File: src/rtl/bsc_pkg.sv
package bsc_pkg;
  typedef enum logic [1:0] {
    CYC_RD    = 2'b00,
    CYC_FETCH = 2'b01,
    CYC_WR    = 2'b10,
    CYC_NOP   = 2'b11
  } cyc_e;

  function automatic logic cyc_is_rd(cyc_e t);
    return t != CYC_WR;
  endfunction
endpackage

File: src/rtl/bsc_phase_gen.sv
module bsc_phase_gen #(
  parameter int PH1_LEN  = 2,
  parameter int PH2_LEN  = 2,
  parameter int RDY_TICK = 0
) (
  input  logic clk_i,
  input  logic rst_ni,
  output logic ph1_o,
  output logic ph2_o,
  output logic smp_o,
  output logic last_o
);
  localparam int MAXLEN = (PH1_LEN > PH2_LEN) ? PH1_LEN : PH2_LEN;
  localparam int CNT_W  = (MAXLEN > 1) ? $clog2(MAXLEN) : 1;
  localparam logic [CNT_W-1:0] PH1_LAST = CNT_W'(PH1_LEN - 1);
  localparam logic [CNT_W-1:0] PH2_LAST = CNT_W'(PH2_LEN - 1);
  localparam logic [CNT_W-1:0] SMP_CNT  = CNT_W'(RDY_TICK);

  logic             ph2_q;
  logic [CNT_W-1:0] cnt_q;
  logic             wrap;

  assign wrap = ph2_q ? (cnt_q == PH2_LAST) : (cnt_q == PH1_LAST);

  always_ff @(posedge clk_i or negedge rst_ni) begin
    if (!rst_ni) begin
      ph2_q <= 1'b0;
      cnt_q <= '0;
    end else if (wrap) begin
      ph2_q <= ~ph2_q;
      cnt_q <= '0;
    end else begin
      cnt_q <= cnt_q + 1'b1;
    end
  end

  assign ph1_o  = ~ph2_q;
  assign ph2_o  = ph2_q;
  assign smp_o  = ph2_q && (cnt_q == SMP_CNT);
  assign last_o = ph2_q && (cnt_q == PH2_LAST);
endmodule

File: src/rtl/bsc_stall.sv
module bsc_stall (
  input  logic clk_i,
  input  logic rst_ni,
  input  logic smp_i,
  input  logic rd_cyc_i,
  input  logic rdy_i,
  output logic stall_o
);
  logic stall_q;

  // decision taken once per cycle at the sample tick, held until the next one
  always_ff @(posedge clk_i or negedge rst_ni) begin
    if (!rst_ni)    stall_q <= 1'b0;
    else if (smp_i) stall_q <= rd_cyc_i & ~rdy_i;
  end

  assign stall_o = stall_q;

  AST_STALL_AT_SAMPLE: assert property (@(posedge clk_i) disable iff (!rst_ni)
    !$stable(stall_q) |-> $past(smp_i));
endmodule

File: src/rtl/bsc_bus_stage.sv
module bsc_bus_stage
  import bsc_pkg::*;
#(
  parameter int ADDR_W = 16
) (
  input  logic              clk_i,
  input  logic              rst_ni,
  input  logic [1:0]        cyc_type_i,
  input  logic [ADDR_W-1:0] addr_i,
  input  logic              dbe_i,
  output logic [ADDR_W-1:0] addr_o,
  output logic              rd_o,
  output logic              fetch_o,
  output logic              drv_en_o
);
  cyc_e              type_q;
  logic [ADDR_W-1:0] addr_q;

  always_ff @(posedge clk_i or negedge rst_ni) begin
    if (!rst_ni) begin
      type_q <= CYC_RD;
      addr_q <= '0;
    end else begin
      type_q <= cyc_e'(cyc_type_i);
      addr_q <= addr_i;
    end
  end

  assign addr_o   = addr_q;
  assign rd_o     = cyc_is_rd(type_q);
  assign fetch_o  = (type_q == CYC_FETCH);
  assign drv_en_o = (type_q == CYC_WR) && dbe_i;

  AST_FETCH_IS_READ: assert property (@(posedge clk_i) disable iff (!rst_ni)
    fetch_o |-> rd_o);
endmodule

File: src/rtl/bus_stall_ctl.sv
module bus_stall_ctl #(
  parameter int ADDR_W   = 16,
  parameter int PH1_LEN  = 2,
  parameter int PH2_LEN  = 2,
  parameter int RDY_TICK = 0
) (
  input  logic              clk_i,
  input  logic              rst_ni,
  input  logic [1:0]        cyc_type_i,
  input  logic [ADDR_W-1:0] addr_i,
  input  logic              rdy_i,
  input  logic              dbe_i,
  output logic              ph1_o,
  output logic              ph2_o,
  output logic              adv_o,
  output logic              stall_o,
  output logic              fetch_o,
  output logic              rd_o,
  output logic [ADDR_W-1:0] addr_o,
  output logic              drv_en_o
);
  logic smp, last, stall;

  bsc_phase_gen #(
    .PH1_LEN (PH1_LEN),
    .PH2_LEN (PH2_LEN),
    .RDY_TICK(RDY_TICK)
  ) u_phase (
    .clk_i (clk_i),
    .rst_ni(rst_ni),
    .ph1_o (ph1_o),
    .ph2_o (ph2_o),
    .smp_o (smp),
    .last_o(last)
  );

  bsc_bus_stage #(.ADDR_W(ADDR_W)) u_bus (
    .clk_i     (clk_i),
    .rst_ni    (rst_ni),
    .cyc_type_i(cyc_type_i),
    .addr_i    (addr_i),
    .dbe_i     (dbe_i),
    .addr_o    (addr_o),
    .rd_o      (rd_o),
    .fetch_o   (fetch_o),
    .drv_en_o  (drv_en_o)
  );

  bsc_stall u_stall (
    .clk_i   (clk_i),
    .rst_ni  (rst_ni),
    .smp_i   (smp),
    .rd_cyc_i(rd_o),
    .rdy_i   (rdy_i),
    .stall_o (stall)
  );

  // sample tick sits before the last ph2 tick, so stall is settled here
  assign adv_o   = last & ~stall;
  assign stall_o = stall;

  AST_STALL_READ_ONLY: assert property (@(posedge clk_i) disable iff (!rst_ni)
    stall_o |-> rd_o);
  AST_NO_DRV_ON_READ: assert property (@(posedge clk_i) disable iff (!rst_ni)
    rd_o |-> !drv_en_o);
  AST_ADV_SPACING: assert property (@(posedge clk_i) disable iff (!rst_ni)
    adv_o |=> !adv_o);
  AST_STALL_HOLDS_BUS: assert property (@(posedge clk_i) disable iff (!rst_ni)
    stall_o && $past(stall_o) |-> $stable(rd_o));
endmodule

File: config.mk
export PLATFORM = sky130hd
export DESIGN_NAME = bus_stall_ctl
export DESIGN_NICKNAME = d
export VERILOG_FILES = /design/src/rtl/bsc_pkg.sv /design/src/rtl/bsc_phase_gen.sv /design/src/rtl/bsc_stall.sv /design/src/rtl/bsc_bus_stage.sv /design/src/rtl/bus_stall_ctl.sv
export SDC_FILE = /design/constraint.sdc
export NUM_CORES = 1
export LEC_CHECK = 0
export ABC_AREA = 1
export BUFFER_PORTS_ARGS = -buffer_cell sky130_fd_sc_hd__buf_2
export CAP_MARGIN = 20
export CELL_PAD_IN_SITES_DETAIL_PLACEMENT = 0
export CELL_PAD_IN_SITES_GLOBAL_PLACEMENT = 1
export CORE_ASPECT_RATIO = 0.75
export CORE_MARGIN = 2
export CORE_UTILIZATION = 27
export DETAILED_ROUTE_END_ITERATION = 7
export MAX_ROUTING_LAYER = met4
export PLACE_DENSITY = 0.7
export SETUP_SLACK_MARGIN = 0.15
export SLEW_MARGIN = 20
export SYNTH_ARGS = -nofsm -noshare
export SYNTH_HDL_FRONTEND = slang
export SYNTH_SLANG_ARGS = --single-unit
File: constraint.sdc
create_clock -name clk_i -period 1 [get_ports clk_i]
set_clock_uncertainty 0.1 [all_clocks]
set_input_delay 0.2 -clock clk_i [delete_from_list [all_inputs] [get_ports clk_i]]
set_output_delay 0.2 -clock clk_i [all_outputs]
set_load 0.1 [all_outputs]
Word level (Yosys, flattened, before mapping) --
Index checks and enable logic that the tools add are counted.
Word-level totals: output and inout bits 23, bits of input ports 22, bits in registers 21
Operators by class: eq/ne operators 3, multiplexer cells 1, bitwise gates (word level) 6, add/subtract/negate cells 1, reduce and logical (&&, ||, !) cells 3
Operators with widths (count):
- NOT 1 bit | 4
- logical AND 1 bit | 3
- AND 1 bit | 2
- == test 2 x 1 -> 1 bit, second input constant | 1
- == test 2 bit, second input constant | 1
- inequality test 2 bit, second input constant | 1
- adder 1 bit, second input constant | 1
- two-way mux 1 bit | 1

Longest topological paths before layout --
depth after elaboration 2, mapped depth 4, depth with buffers taken out 4

Hierarchy --
Synthesis repeated with hierarchy kept, for this count alone.
Unflattened totals: cell total of the unflattened synthesis 41, area, all modules 609.3 um^2
Modules (own cells, without submodules):
- bsc_bus_stage | area each 474.2 um^2, cells each 23, times used 1, seq. area each 450.4 um^2
- bsc_phase_gen | area each 80.1 um^2, cells each 10, times used 1, seq. area each 50.0 um^2
- bsc_stall | area each 45.0 um^2, cells each 6, times used 1, seq. area each 25.0 um^2
- bus_stall_ctl | area each 10.0 um^2, cells each 2, times used 1, seq. area each 0.0 um^2

Worst setup path after synthesis --
OpenSTA, ideal clock, no wires.
path type reg-to-output, from reg u_phase.ph2_q, in the netlist u_phase.ph2_o, to out adv_o, arrival time 3.590 ns, path slack -2.890 ns, buffers on the path 0, cell stages (with the launch flop) 3, path through dfrtp_1 > inv_2 > nor3_1
On the way: word-level cells in the longest chain between the ends 2
RTL lines:
- start, declared | RTL line bsc_phase_gen.sv:19 | logic ph2_q;
- start signal, assigned | RTL line bsc_phase_gen.sv:30 | ph2_q <= ~ph2_q;
- logical AND 1 bit | RTL line bsc_phase_gen.sv:40 | assign last_o = ph2_q && (cnt_q == PH2_LAST);
- AND 1 bit | RTL line bus_stall_ctl.sv:59 | assign adv_o = last & ~stall;
- end, declared | RTL line bus_stall_ctl.sv:15 | output logic adv_o,
No other way between the ends.

Worst setup path in the final report --
from reg u_stall.stall_q, in the netlist u_stall.stall_o, to out adv_o
On the way: word-level cells in the longest chain between the ends 2
RTL lines:
- start, declared | RTL line bsc_stall.sv:9 | logic stall_q;
- start signal, assigned | RTL line bsc_stall.sv:14 | else if (smp_i) stall_q <= rd_cyc_i & ~rdy_i;
- NOT 1 bit | RTL line bus_stall_ctl.sv:59
- AND 1 bit | RTL line bus_stall_ctl.sv:59
No other way between the ends.

==> metrics.md <==
| Metric | Value |
|---|---|
| WL met2 | `around 850 um` |
| Critical-path cell list | `nor3_4, buf_12` |
| Area contributors post-synth | `dfrtp_1 89%, nand2_1 3.8%, inv_1 2.6%, nor2_1 1.9%, nand3_1 0.85%` |
| Total CTS buffers | `3` |
| First-pass DRT Iterations | `2` |
| CTS Hold Bufs | `18` |
| Worst path top cell family by delay | `flip-flops` |
| Largest net degree at the start of global routing | `22` |
| Psw | `roughly 0.66 mW` |
| Final global-route overflow total | `0` |
| Clock power share | `~20%` |
| Antenna diodes | `0` |
| Worst path bufs/invs | `1` |
| Fillers | `approximately 120` |
| CTS H-tree depth | `1` |
| Max cap viols | `0` |
| RSZ-0062 raised after global routing | `true` |
| Routed WL per cell | `11.6 um` |
| Syn Inst Count | `37` |
| Total GRT Usage | `between 15 and 20%` |
| Hold WS | `-0.275 ns` |
| Vias | `540` |
| CP peak stage delay | `0.51 ns` |
| Sequential power share | `47.8%` |
| Setup CP Type | `register to primary output` |
| Core box area | `between 0.002 and 0.0025 mm2` |
| CP required | `0.70 ns` |
| Setup tns final | `-7.77 ns` |
| Final Cycle Share | `153%` |
| Vias in the first global route | `between 500 and 600` |
| Vias/cell | `about 3.9` |
| Final nets | `~140` |
| Peak Freq | `653 MHz` |
| Sw Ratio | `between 30 and 40%` |
| Share of cells above drive strength 1 | `between 70% and 80%` |
| Drc violations | `0` |
| Die area | `0.00257 mm2` |
| Top-area cell type share of the netlist area | `approximately 89%` |
| Setup crit start kind | `register` |
| ANT nets after route | `0` |
| GP Congestion | `roughly 0.68` |
| Power per Cell Area | `1220 mW/mm2` |
| Met3 wire len | `146 um` |
| Crit end category | `primary output` |
| WL met1 | `~590 um` |
| DP HPWL | `between 1 and 1.5 mm` |
| Slew headroom | `between 70% and 80%` |
| Post-route minimum period | `roughly 1.5 ns` |
| Seq/Total Area, Yosys | `89.4%` |
| Final WS setup | `-0.531 ns` |
| DIE HEIGHT | `around 44 um` |
| Final Max Tran Viols | `0` |
| Maximum vdd drop | `1.24 mV` |
| Commonest non-fill, non-tap cells in the layout | `23 x buf_12, 21 x buf_2, 18 x dlygate4sd3_1, 18 x dfrtp_4, 6 x buf_6` |
| PortBufs | `44` |
| Worst-path fanout max | `2` |
| Leakage | `0.728 nW` |
| Hold Path Class | `input port to async pin` |
| Area leader, netlist | `dfrtp_1` |
| Most common cell after layout, fill and taps aside | `buf_12` |
| Total wire length | `1.59 mm` |
| Highest routed layer | `met3` |
| Clk root buf | `clkbuf_4` |
| First-pass GRT wire length | `around 2.7 mm` |
| R2R Setup Slk | `-0.23 ns` |
| Clk Latency, worst-skew pair | `~0.30 ns` |
| Int Power | `around 1.3 mW` |
| CTS tree | `built` |
| Syn nets | `a little under 60` |
| Number of synthesized register bits | `21` |
| Setup violations, final | `25` |
| Failing checks | `negative hold slack, negative setup slack` |
| Max clock buf depth | `2` |
| Area delta synth->final | `177%` |
| Post-synth cell types | `7` |
| Syn_area_per_cell | `between 15 and 20 um2` |
| Clk sinks | `21` |
| Combinational share of power | `about 32%` |
| Die width | `57.9 um` |
| IO Pins | `between 40 and 50` |
| Yosys synthesis warning count | `0` |
| Initial Utilization | `around 29%` |
| Outcome | `finished, violations left` |
| Worst-path clk slew | `between 0.1 and 0.15 ns` |
| Initial antenna violation count | `0` |
| Final-report hold violation count | `21` |
| Worst-Margin Slew | `approximately 0.45 ns` |
| Arrival @ worst endpoint | `1.23 ns` |
| Mapped cell area | `~590 um2` |
| Initial DRC Count | `1` |
| Rows | `14` |
| Slowest cell on crit path | `dfrtp_4` |
==> synthesized netlist by cell type <==
library cell / number
dfrtp_1: 21
inv_1: 4
inv_2: 1
nand2_1: 6
nand3_1: 1
nor2_1: 3
nor3_1: 1
==> per-stage QoR <==
step	cell area, um2	setup slack [ns]	power, mW	utilization, %	std cells
after global routing	1630	-0.582	2.08	80.2	137
after detailed placement	1360	-0.185	1.55	66.9	112
after global placement	1360	-0.176	1.54	66.9	112
after floorplan	712	-0.837	1.28	-	37
after CTS	1580	-0.548	2.01	78.0	135
final	1630	-0.531	1.98	80.2	137
==> cells by family after synthesis <==
logic type / share of synthesized area (%)
AND/OR/NAND/NOR: 7.44
buffers and inverters: 3.19
flip-flops: 89.4
==> worst reg2reg max path: stages, from the launching register on <==
cell and delay (ns):
dfrtp_4 0.49, inv_12 0.04, buf_6 0.11, buf_6 0.10
buf_6 0.11, nor2_4 0.09, nand3_2 0.07, nand2_2 0.06
==> worst paths after layout <==
kind | depth (start not counted) | from | endpoint
worst max-delay path | 2 | u_stall.stall_o | adv_o
worst min-delay path | 1 | rst_ni | u_phase.ph2_o
worst max register to register | 7 | u_phase.ph2_o | u_stall.stall_o
worst min register to register | 2 | u_phase.cnt_q | u_phase.cnt_q
max in group asynchronous | 1 | rst_ni | u_bus.addr_o[2]
min in group clk_i | 4 | rdy_i | u_stall.stall_o
==> layout make-up <==
| class | instances | area (um2) | area share [%] |
|---|---|---|---|
| sequential | 21 | 594 | 36.5 |
| multi-input combinational | 11 | 104 | 6.37 |
| clock buffer | 4 | 26.3 | 1.61 |
| tap | 24 | 30.0 | 1.84 |
| inverter | 5 | 31.3 | 1.92 |
| timing repair buffer | 72 | 843 | 51.8 |
==> sequential cells by signal (all words and copies together), names as in the netlist <==
| register | flops |
|---|---|
| u_bus.addr_o | 16 |
| u_bus.type_q | 2 |
| u_phase.cnt_q | 1 |
| u_phase.ph2_o | 1 |
| u_stall.stall_o | 1 |
==> power by group through the flow <==
stage,logic (mW),registers [mW],clock network (mW)
CTS,0.640,0.949,0.421
detailed placement,0.582,0.967,0
global route,0.663,0.951,0.462
finish,0.640,0.947,0.395
floorplan,0.0624,1.22,0
global placement,0.576,0.964,0
==> per-layer routing <==
layer | global-route usage [%] | up-vias
li1 | - | 261
met1 | 15.2 | 250
met2 | 26.1 | 29
met3 | 7.31 | 0
met4 | 4.19 | 0
met5 | - | -
==> repair_timing <==
item                                   in CTS  in global routing
pin swaps                                   4                  5
endpoints found under the hold margin      39                 21
buffers inserted                            1                  2
resized for setup                           3                  8
setup endpoints to repair                  25                 25
Note: power is estimated with default switching activity, not from simulation.
